## config.mk

```make
export PLATFORM = sky130hd
export DESIGN_NAME = dith_pwm14
export DESIGN_NICKNAME = d
export VERILOG_FILES = /design/src/rtl/dith_pwm14_pkg.sv /design/src/rtl/dith_pwm14_regs.sv /design/src/rtl/dith_pwm14_seq.sv /design/src/rtl/dith_pwm14_dither.sv /design/src/rtl/dith_pwm14.sv
export SDC_FILE = /design/constraint.sdc
export NUM_CORES = 1
export LEC_CHECK = 0
export BUFFER_PORTS_ARGS = -buffer_cell sky130_fd_sc_hd__buf_2
export CELL_PAD_IN_SITES_DETAIL_PLACEMENT = 0
export CELL_PAD_IN_SITES_GLOBAL_PLACEMENT = 1
export CORE_ASPECT_RATIO = 1.1
export CORE_MARGIN = 2
export CORE_UTILIZATION = 35
export CTS_CLUSTER_DIAMETER = 120
export DETAILED_ROUTE_END_ITERATION = 16
export PLACE_DENSITY_LB_ADDON = 0.12
export SLEW_MARGIN = 20
export SYNTH_ARGS = -nofsm -noshare
export SYNTH_HDL_FRONTEND = slang
export SYNTH_SLANG_ARGS = --single-unit
```

## constraint.sdc

```tcl
create_clock -name clk -period 6.3 [get_ports clk]
set_input_delay 0 -clock clk [delete_from_list [all_inputs] [get_ports clk]]
set_output_delay 0 -clock clk [all_outputs]
set_load 0.005 [all_outputs]
```

## src/rtl/dith_pwm14_pkg.sv

```systemverilog
package dith_pwm14_pkg;

    typedef enum logic [1:0] {
        ST_PORT  = 2'd0,
        ST_RUN   = 2'd1,
        ST_ARMED = 2'd2
    } pwm_state_t;

endpackage

```

## src/rtl/dith_pwm14_regs.sv

```systemverilog
module dith_pwm14_regs #(
    parameter int          VW      = 14,
    parameter logic [7:0]  ADDR_LO = 8'hD2,
    parameter logic [7:0]  ADDR_HI = 8'hD3
) (
    input  logic          clk,
    input  logic          rst_n,
    input  logic          wr_en,
    input  logic [7:0]    wr_addr,
    input  logic [7:0]    wr_data,
    input  logic [7:0]    rd_addr,
    output logic [7:0]    rd_data,
    output logic          lo_wr,
    output logic          hi_wr,
    output logic          new_en,
    output logic [VW-1:0] new_val,
    output logic          en_q,
    output logic [VW-1:0] pend_val
);
    localparam int HIB = VW - 8;    // value bits carried by the high byte
    localparam int PAD = 7 - HIB;   // unused bits between enable and value

    logic [7:0] lo_stage;

    assign lo_wr   = wr_en && (wr_addr == ADDR_LO);
    assign hi_wr   = wr_en && (wr_addr == ADDR_HI);
    assign new_en  = wr_data[7];
    assign new_val = {wr_data[HIB-1:0], lo_stage};

    always_ff @(posedge clk or negedge rst_n) begin
        if (!rst_n) begin
            lo_stage <= '0;
            en_q     <= 1'b0;
            pend_val <= '0;
        end else begin
            if (lo_wr) begin
                lo_stage <= wr_data;
            end
            if (hi_wr) begin
                en_q     <= new_en;
                pend_val <= new_val;
            end
        end
    end

    always_comb begin
        if (rd_addr == ADDR_HI) begin
            rd_data = {en_q, {PAD{1'b0}}, pend_val[VW-1:8]};
        end else if (rd_addr == ADDR_LO) begin
            rd_data = lo_stage;
        end else begin
            rd_data = 8'h00;
        end
    end
endmodule

```

## src/rtl/dith_pwm14_seq.sv

```systemverilog
module dith_pwm14_seq
    import dith_pwm14_pkg::*;
#(
    parameter int CW       = 7,
    parameter int FW       = 7,
    parameter int PRESCALE = 4
) (
    input  logic             clk,
    input  logic             rst_n,
    input  logic             hi_wr,
    input  logic             new_en,
    input  logic [CW+FW-1:0] new_val,
    input  logic [CW+FW-1:0] pend_val,
    output pwm_state_t       state,
    output logic [CW-1:0]    phase,
    output logic [FW-1:0]    frame_idx,
    output logic [CW+FW-1:0] act_val
);
    localparam int          PW        = (PRESCALE > 1) ? $clog2(PRESCALE) : 1;
    localparam logic [PW-1:0] PRE_LAST = PW'(PRESCALE - 1);
    localparam logic [CW-1:0] PH_LAST  = {CW{1'b1}};

    pwm_state_t    state_nx;
    logic [PW-1:0] presc;
    logic          tick;
    logic          frame_end;
    logic          start;

    assign tick      = (state != ST_PORT) && (presc == PRE_LAST);
    assign frame_end = tick && (phase == PH_LAST);
    assign start     = (state == ST_PORT) && hi_wr && new_en;

    always_ff @(posedge clk or negedge rst_n) begin
        if (!rst_n) begin
            state <= ST_PORT;
        end else begin
            state <= state_nx;
        end
    end

    always_comb begin
        state_nx = state;
        unique case (state)
            ST_PORT: begin
                if (hi_wr && new_en) begin
                    state_nx = ST_RUN;
                end
            end
            ST_RUN: begin
                if (hi_wr) begin
                    state_nx = new_en ? ST_ARMED : ST_PORT;
                end
            end
            ST_ARMED: begin
                if (hi_wr) begin
                    state_nx = new_en ? ST_ARMED : ST_PORT;
                end else if (frame_end) begin
                    state_nx = ST_RUN;
                end
            end
            default: state_nx = ST_PORT;
        endcase
    end

    always_ff @(posedge clk or negedge rst_n) begin
        if (!rst_n) begin
            presc     <= '0;
            phase     <= '0;
            frame_idx <= '0;
            act_val   <= '0;
        end else if (start) begin
            presc     <= '0;
            phase     <= '0;
            frame_idx <= '0;
            act_val   <= new_val;
        end else if (state == ST_PORT) begin
            presc     <= '0;
            phase     <= '0;
            frame_idx <= '0;
        end else begin
            presc <= tick ? '0 : presc + 1'b1;
            if (tick) begin
                phase <= phase + 1'b1;
            end
            if (frame_end) begin
                frame_idx <= frame_idx + 1'b1;
                if (state == ST_ARMED) begin
                    act_val <= pend_val;
                end
            end
        end
    end
endmodule

```

## src/rtl/dith_pwm14_dither.sv

```systemverilog
module dith_pwm14_dither #(
    parameter int FW = 7
) (
    input  logic [FW-1:0] frame_idx,
    input  logic [FW-1:0] fine,
    output logic          stretch
);
    logic [FW-1:0] rev_idx;

    for (genvar i = 0; i < FW; i++) begin : g_rev
        assign rev_idx[i] = frame_idx[FW-1-i];
    end

    assign stretch = (rev_idx < fine);
endmodule

```

## src/rtl/dith_pwm14.sv

```systemverilog
module dith_pwm14
    import dith_pwm14_pkg::*;
#(
    parameter int         CW       = 7,
    parameter int         FW       = 7,
    parameter int         PRESCALE = 4,
    parameter logic [7:0] ADDR_LO  = 8'hD2,
    parameter logic [7:0] ADDR_HI  = 8'hD3
) (
    input  logic       clk,
    input  logic       rst_n,
    input  logic       wr_en,
    input  logic [7:0] wr_addr,
    input  logic [7:0] wr_data,
    input  logic [7:0] rd_addr,
    output logic [7:0] rd_data,
    input  logic       port_bit,
    output logic       pin
);
    localparam int VW = CW + FW;

    logic          lo_wr;
    logic          hi_wr;
    logic          new_en;
    logic [VW-1:0] new_val;
    logic          en_q;
    logic [VW-1:0] pend_val;
    pwm_state_t    state;
    logic [CW-1:0] phase;
    logic [FW-1:0] frame_idx;
    logic [VW-1:0] act_val;
    logic          stretch;
    logic [CW:0]   width_eff;
    logic          pwm_raw;

    dith_pwm14_regs #(
        .VW(VW), .ADDR_LO(ADDR_LO), .ADDR_HI(ADDR_HI)
    ) u_regs (
        .clk(clk), .rst_n(rst_n),
        .wr_en(wr_en), .wr_addr(wr_addr), .wr_data(wr_data),
        .rd_addr(rd_addr), .rd_data(rd_data),
        .lo_wr(lo_wr), .hi_wr(hi_wr), .new_en(new_en), .new_val(new_val),
        .en_q(en_q), .pend_val(pend_val)
    );

    dith_pwm14_seq #(
        .CW(CW), .FW(FW), .PRESCALE(PRESCALE)
    ) u_seq (
        .clk(clk), .rst_n(rst_n),
        .hi_wr(hi_wr), .new_en(new_en), .new_val(new_val), .pend_val(pend_val),
        .state(state), .phase(phase), .frame_idx(frame_idx), .act_val(act_val)
    );

    dith_pwm14_dither #(
        .FW(FW)
    ) u_dither (
        .frame_idx(frame_idx),
        .fine(act_val[FW-1:0]),
        .stretch(stretch)
    );

    // Coarse width plus optional extra tick; one bit wider to hold a full frame.
    assign width_eff = {1'b0, act_val[VW-1:FW]} + {{CW{1'b0}}, stretch};
    assign pwm_raw   = (state != ST_PORT) && ({1'b0, phase} < width_eff);
    assign pin       = en_q ? pwm_raw : port_bit;
endmodule

```

==> out/summary.json <==
{
  "postSynthAreaPerCell": {"value": 9.91, "unit": "um^2"},
  "detail_route.drc_violations": {"value": 0},
  "critical_path.max_fanout": {"value": 4},
  "post_cts_buffers": {"value": 0},
  "drt-vias-per-instance": {"value": 4.91},
  "post_route_antenna_net_violation_count": {"value": 0},
  "yosys_most_used_dff": {"value": "dfrtp_1"},
  "total_number_of_clock_tree_sinks": {"value": 55},
  "placementRows": {"value": 35},
  "critical_path_most_common_cell": {"value": "ha_1"},
  "grt_antenna_before_repair": {"value": 0},
  "timing_max_transition_violations_final": {"value": 0},
  "synth_sequential_area_ratio": {"value": 46.9, "unit": "%"},
  "yosys_register_bits": {"value": 55},
  "r2r-start": {"value": "u_seq.presc[0]$_DFF_PN0_"},
  "finalWorstSetupSlack": {"value": 2.90, "unit": "ns"},
  "synth_top_area_share": {"value": 46.9, "unit": "%"},
  "most_frequent_cells_in_the_layout": {"value": "nand2_1 (57), dfrtp_1 (55), buf_2 (36)"},
  "critical_path.startpoint": {"value": "u_seq.frame_idx[4]$_DFFE_PN0P_"},
  "max_cap_viol_count": {"value": 0},
  "grt_start_max_net_pins": {"value": 56},
  "final_hold_viol_count": {"value": 0},
  "worst_slew_margin_rel": {"value": 32.5, "unit": "%"},
  "coreArea": {"value": 8280, "unit": "um^2"},
  "vdd_ir_drop_max": {"value": 0.0705, "unit": "mV"},
  "synth_async_sr_flop_share": {"value": 100, "unit": "%"},
  "fin_nets": {"value": 387},
  "synth_top_family_by_area": {"value": "simple AND/OR/NAND/NOR gates"},
  "crit_path_cell_trace": {"value": "ha_1 > a21o_1 > a31oi_1 > o21ai_0 > a31oi_1 > ha_1 > ha_1 > and3_1 > nand3_1 > xor2_1 > ha_1 > a21oi_1 > and3_1 > o21ai_0 > a31oi_1 > buf_2"},
  "most_common_cell_after_layout_fill_and_taps_aside": {"value": "nand2_1"},
  "htree_levels": {"value": 2},
  "synth.lib_cells_used.distinct": {"value": 42},
  "1st_iter_drt_viols": {"value": 82},
  "cts-resized-gates": {"value": 0},
  "achievable_clock_frequency": {"value": 0.294, "unit": "GHz"},
  "areaGrowthSynthToFinish": {"value": 15.1, "unit": "%"},
  "setup_viol_count_final": {"value": 0},
  "routabilityCongestion": {"value": 0.712},
  "critical-path-slowest-cell": {"value": "dfrtp_1"},
  "min_path_type": {"value": "in -> reg"},
  "synth_fp_nets": {"value": 341},
  "number_of_buffers_and_inverters_on_the_critical_path": {"value": 1},
  "cts-buffers-inserted": {"value": 5},
  "filler_cell_count": {"value": 806},
  "hp-start": {"value": "wr_addr[0]"},
  "worst_pin_slew": {"value": 1.00, "unit": "ns"},
  "ioPinCount": {"value": 37},
  "synthAdderAreaFrac": {"value": 7.25, "unit": "%"},
  "netlist_instances": {"value": 296},
  "place_inst": {"value": 437},
  "pre_cts_ws": {"value": 3.21, "unit": "ns"},
  "clock_latency_reported_for_the_late_side_of_the_worst_skew_pair": {"value": 0.31, "unit": "ns"},
  "worst_setup_path_start_kind": {"value": "register"},
  "die_h": {"value": 100, "unit": "um"},
  "final_core_util": {"value": 40.8, "unit": "%"},
  "synth_enable_flop_cells": {"value": 0},
  "rsz0062_at_grt": {"value": "false"},
  "reg2reg_slack": {"value": 3.98, "unit": "ns"},
  "yosys.area_share.simple": {"value": 21.0, "unit": "%"},
  "biggest_area_consumer_among_synthesized_cells": {"value": "dfrtp_1"},
  "place.detailed.hpwl": {"value": 4640, "unit": "um"},
  "finalClockSkew": {"value": 0.0104, "unit": "ns"},
  "synth_xor_area_share": {"value": 5.07, "unit": "%"},
  "detailedRoute.firstPassIterationCount": {"value": 5},
  "cts_tree": {"value": "yes"},
  "final-instance-count-excl-fill": {"value": 454},
  "hold-path-cell-count": {"value": 3},
  "die_w": {"value": 91.3, "unit": "um"},
  "drt-total-wl": {"value": 6470, "unit": "um"},
  "avgRoutedWirePerCell": {"value": 14.2, "unit": "um"},
  "timing_worst_setup_path_type": {"value": "reg -> out"},
  "path_delay_family": {"value": "adder cells"},
  "muxShareOfSynthArea": {"value": 8.19, "unit": "%"},
  "run_status": {"value": "complete, no violations"},
  "worst_ep_required_time": {"value": 6.30, "unit": "ns"},
  "place.port_buffers": {"value": 36},
  "netlist_top_cells_area": {"value": "dfrtp_1 (47%), nand2_1 (7.3%), ha_1 (7.2%)"},
  "layout-drive-gt1-share": {"value": 17.2, "unit": "%"},
  "cpPeakStageDelay": {"value": 0.42, "unit": "ns"},
  "hold_buffers": {"value": 9},
  "final_period_minus_worst_setup_slack": {"value": 3.40, "unit": "ns"},
  "clock_transition_at_the_registers_of_the_reported_paths": {"value": 0.10, "unit": "ns"},
  "worst-endpoint-arrival": {"value": 3.40, "unit": "ns"},
  "global_route.overflow_total": {"value": 0},
  "final.setup.tns": {"value": 0, "unit": "ns"},
  "yosys_warnings": {"value": 0},
  "cts_max_path_bufs": {"value": 2},
  "worst-r2r-cell-count": {"value": 5},
  "die-area": {"value": 9130, "unit": "um^2"},
  "timing.critical_path.to_type": {"value": "output port"},
  "post_route_clock_period_utilization": {"value": 54.0, "unit": "%"},
  "clockRootBuffer": {"value": "clkbuf_8"},
  "min_delay_worst_endpoint": {"value": "u_regs.lo_stage[2]$_DFFE_PN0P_"},
  "initial_utilization": {"value": 35.4, "unit": "%"},
  "synth_compound_area_share": {"value": 8.36, "unit": "%"},
  "worstReg2RegEnd": {"value": "u_seq.act_val[1]$_DFFE_PN0P_"},
  "synthesis.area": {"value": 2930, "unit": "um^2"},
  "total_leakage_power": {"value": 1.70, "unit": "nW"},
  "antenna_cells": {"value": 0},
  "powerDensity": {"value": 211, "unit": "nW/um^2"},
  "via_count": {"value": 2228},
  "grtUsageTotal": {"value": 15.4, "unit": "%"},
  "wire_length_of_the_first_global_routing_pass": {"value": 11200, "unit": "um"},
  "grt_pass1_vias": {"value": 2187}
}
==> report_power, final <==
part / switching (W) / internal [W]
clock: 0.000115 / 0.0000785
combinational: 0.0000545 / 0.0000568
sequential: 0.0000295 / 0.000377
total: 0.000199 / 0.000513
==> worst register-to-register path, stage by stage, from the launching register on <==
cell	delay, ns
dfrtp_1	0.37
ha_1	0.33
nand3_2	0.24
nor3_4	0.87
mux2i_1	0.29
a21oi_1	0.08
==> routing by layer <==
| metal | vias up | GRT usage (%) | wire, um | part of all wire, % |
|---|---|---|---|---|
| met5 | - | 0 | 0 | 0 |
| met4 | 0 | 4.55 | 92 | 1.4 |
| met3 | 7 | 2.33 | 209 | 3.2 |
| met2 | 50 | 25.3 | 3000 | 46 |
| met1 | 1053 | 21.3 | 3170 | 49 |
| li1 | 1118 | - | - | - |
==> registers in the layout (all words and copies together) (netlist names) <==
name / count
u_seq.phase: 7
u_regs.en_q: 1
u_seq.state: 2
u_regs.pend_val: 14
u_regs.lo_stage: 8
u_seq.act_val: 14
u_seq.presc: 2
u_seq.frame_idx: 7
==> synth_stat cells (2+ instances only) <==
cell type	instances
a21o_1	3
a21oi_1	18
a22o_1	7
a31oi_1	4
and3_1	5
buf_2	2
clkbuf_1	3
dfrtp_1	55
ha_1	17
inv_1	9
mux2_2	8
mux2i_1	15
nand2_1	57
nand2b_1	2
nand3_1	7
nand4_1	4
nor2_1	29
nor3_1	5
nor4_1	3
o21ai_0	6
xnor2_1	10
xor2_1	7
==> worst max-delay path by stage <==
stage                     end  cells after the start
final                     pin                     16
after global routing      pin                     16
after CTS                 pin                     16
after detailed placement  pin                     16
after global placement    pin                     16
after floorplan           pin                     15
==> kinds of logic (layout without fill, tap and decap cells) <==
kind of cell	count (synthesis)	after routing
buffers and inverters	17	64
XOR/XNOR	17	17
multiplexers	23	23
adder cells (fa/ha/maj)	17	17
AO/OA/AOI/OAI	40	40
AND/OR/NAND/NOR	127	127
flip-flops	55	55
==> final cells by class <==
class                      instances  area, um^2  area share (%)
clock buffer                       7        76.3            2.26
multi-input combinational        224        1460            43.3
clock inverter                     1        5.00           0.148
tap                              111         139            4.11
timing repair buffer              47         285            8.44
sequential                        55        1380            40.7
inverter                           9        33.8            1.00
==> metrics by stage <==
stage	area (um^2)	power, W	hold WS, ns
2_1_floorplan	2930	0.000488	-0.296
3_3_place_gp	3210	0.000520	0.200
3_5_place_dp	3210	0.000524	0.197
4_1_cts	3380	0.000725	0.205
5_1_grt	3380	0.000759	0.212
6_report	3380	0.000711	0.199
No activity file was read; power rests on OpenSTA's default activity.
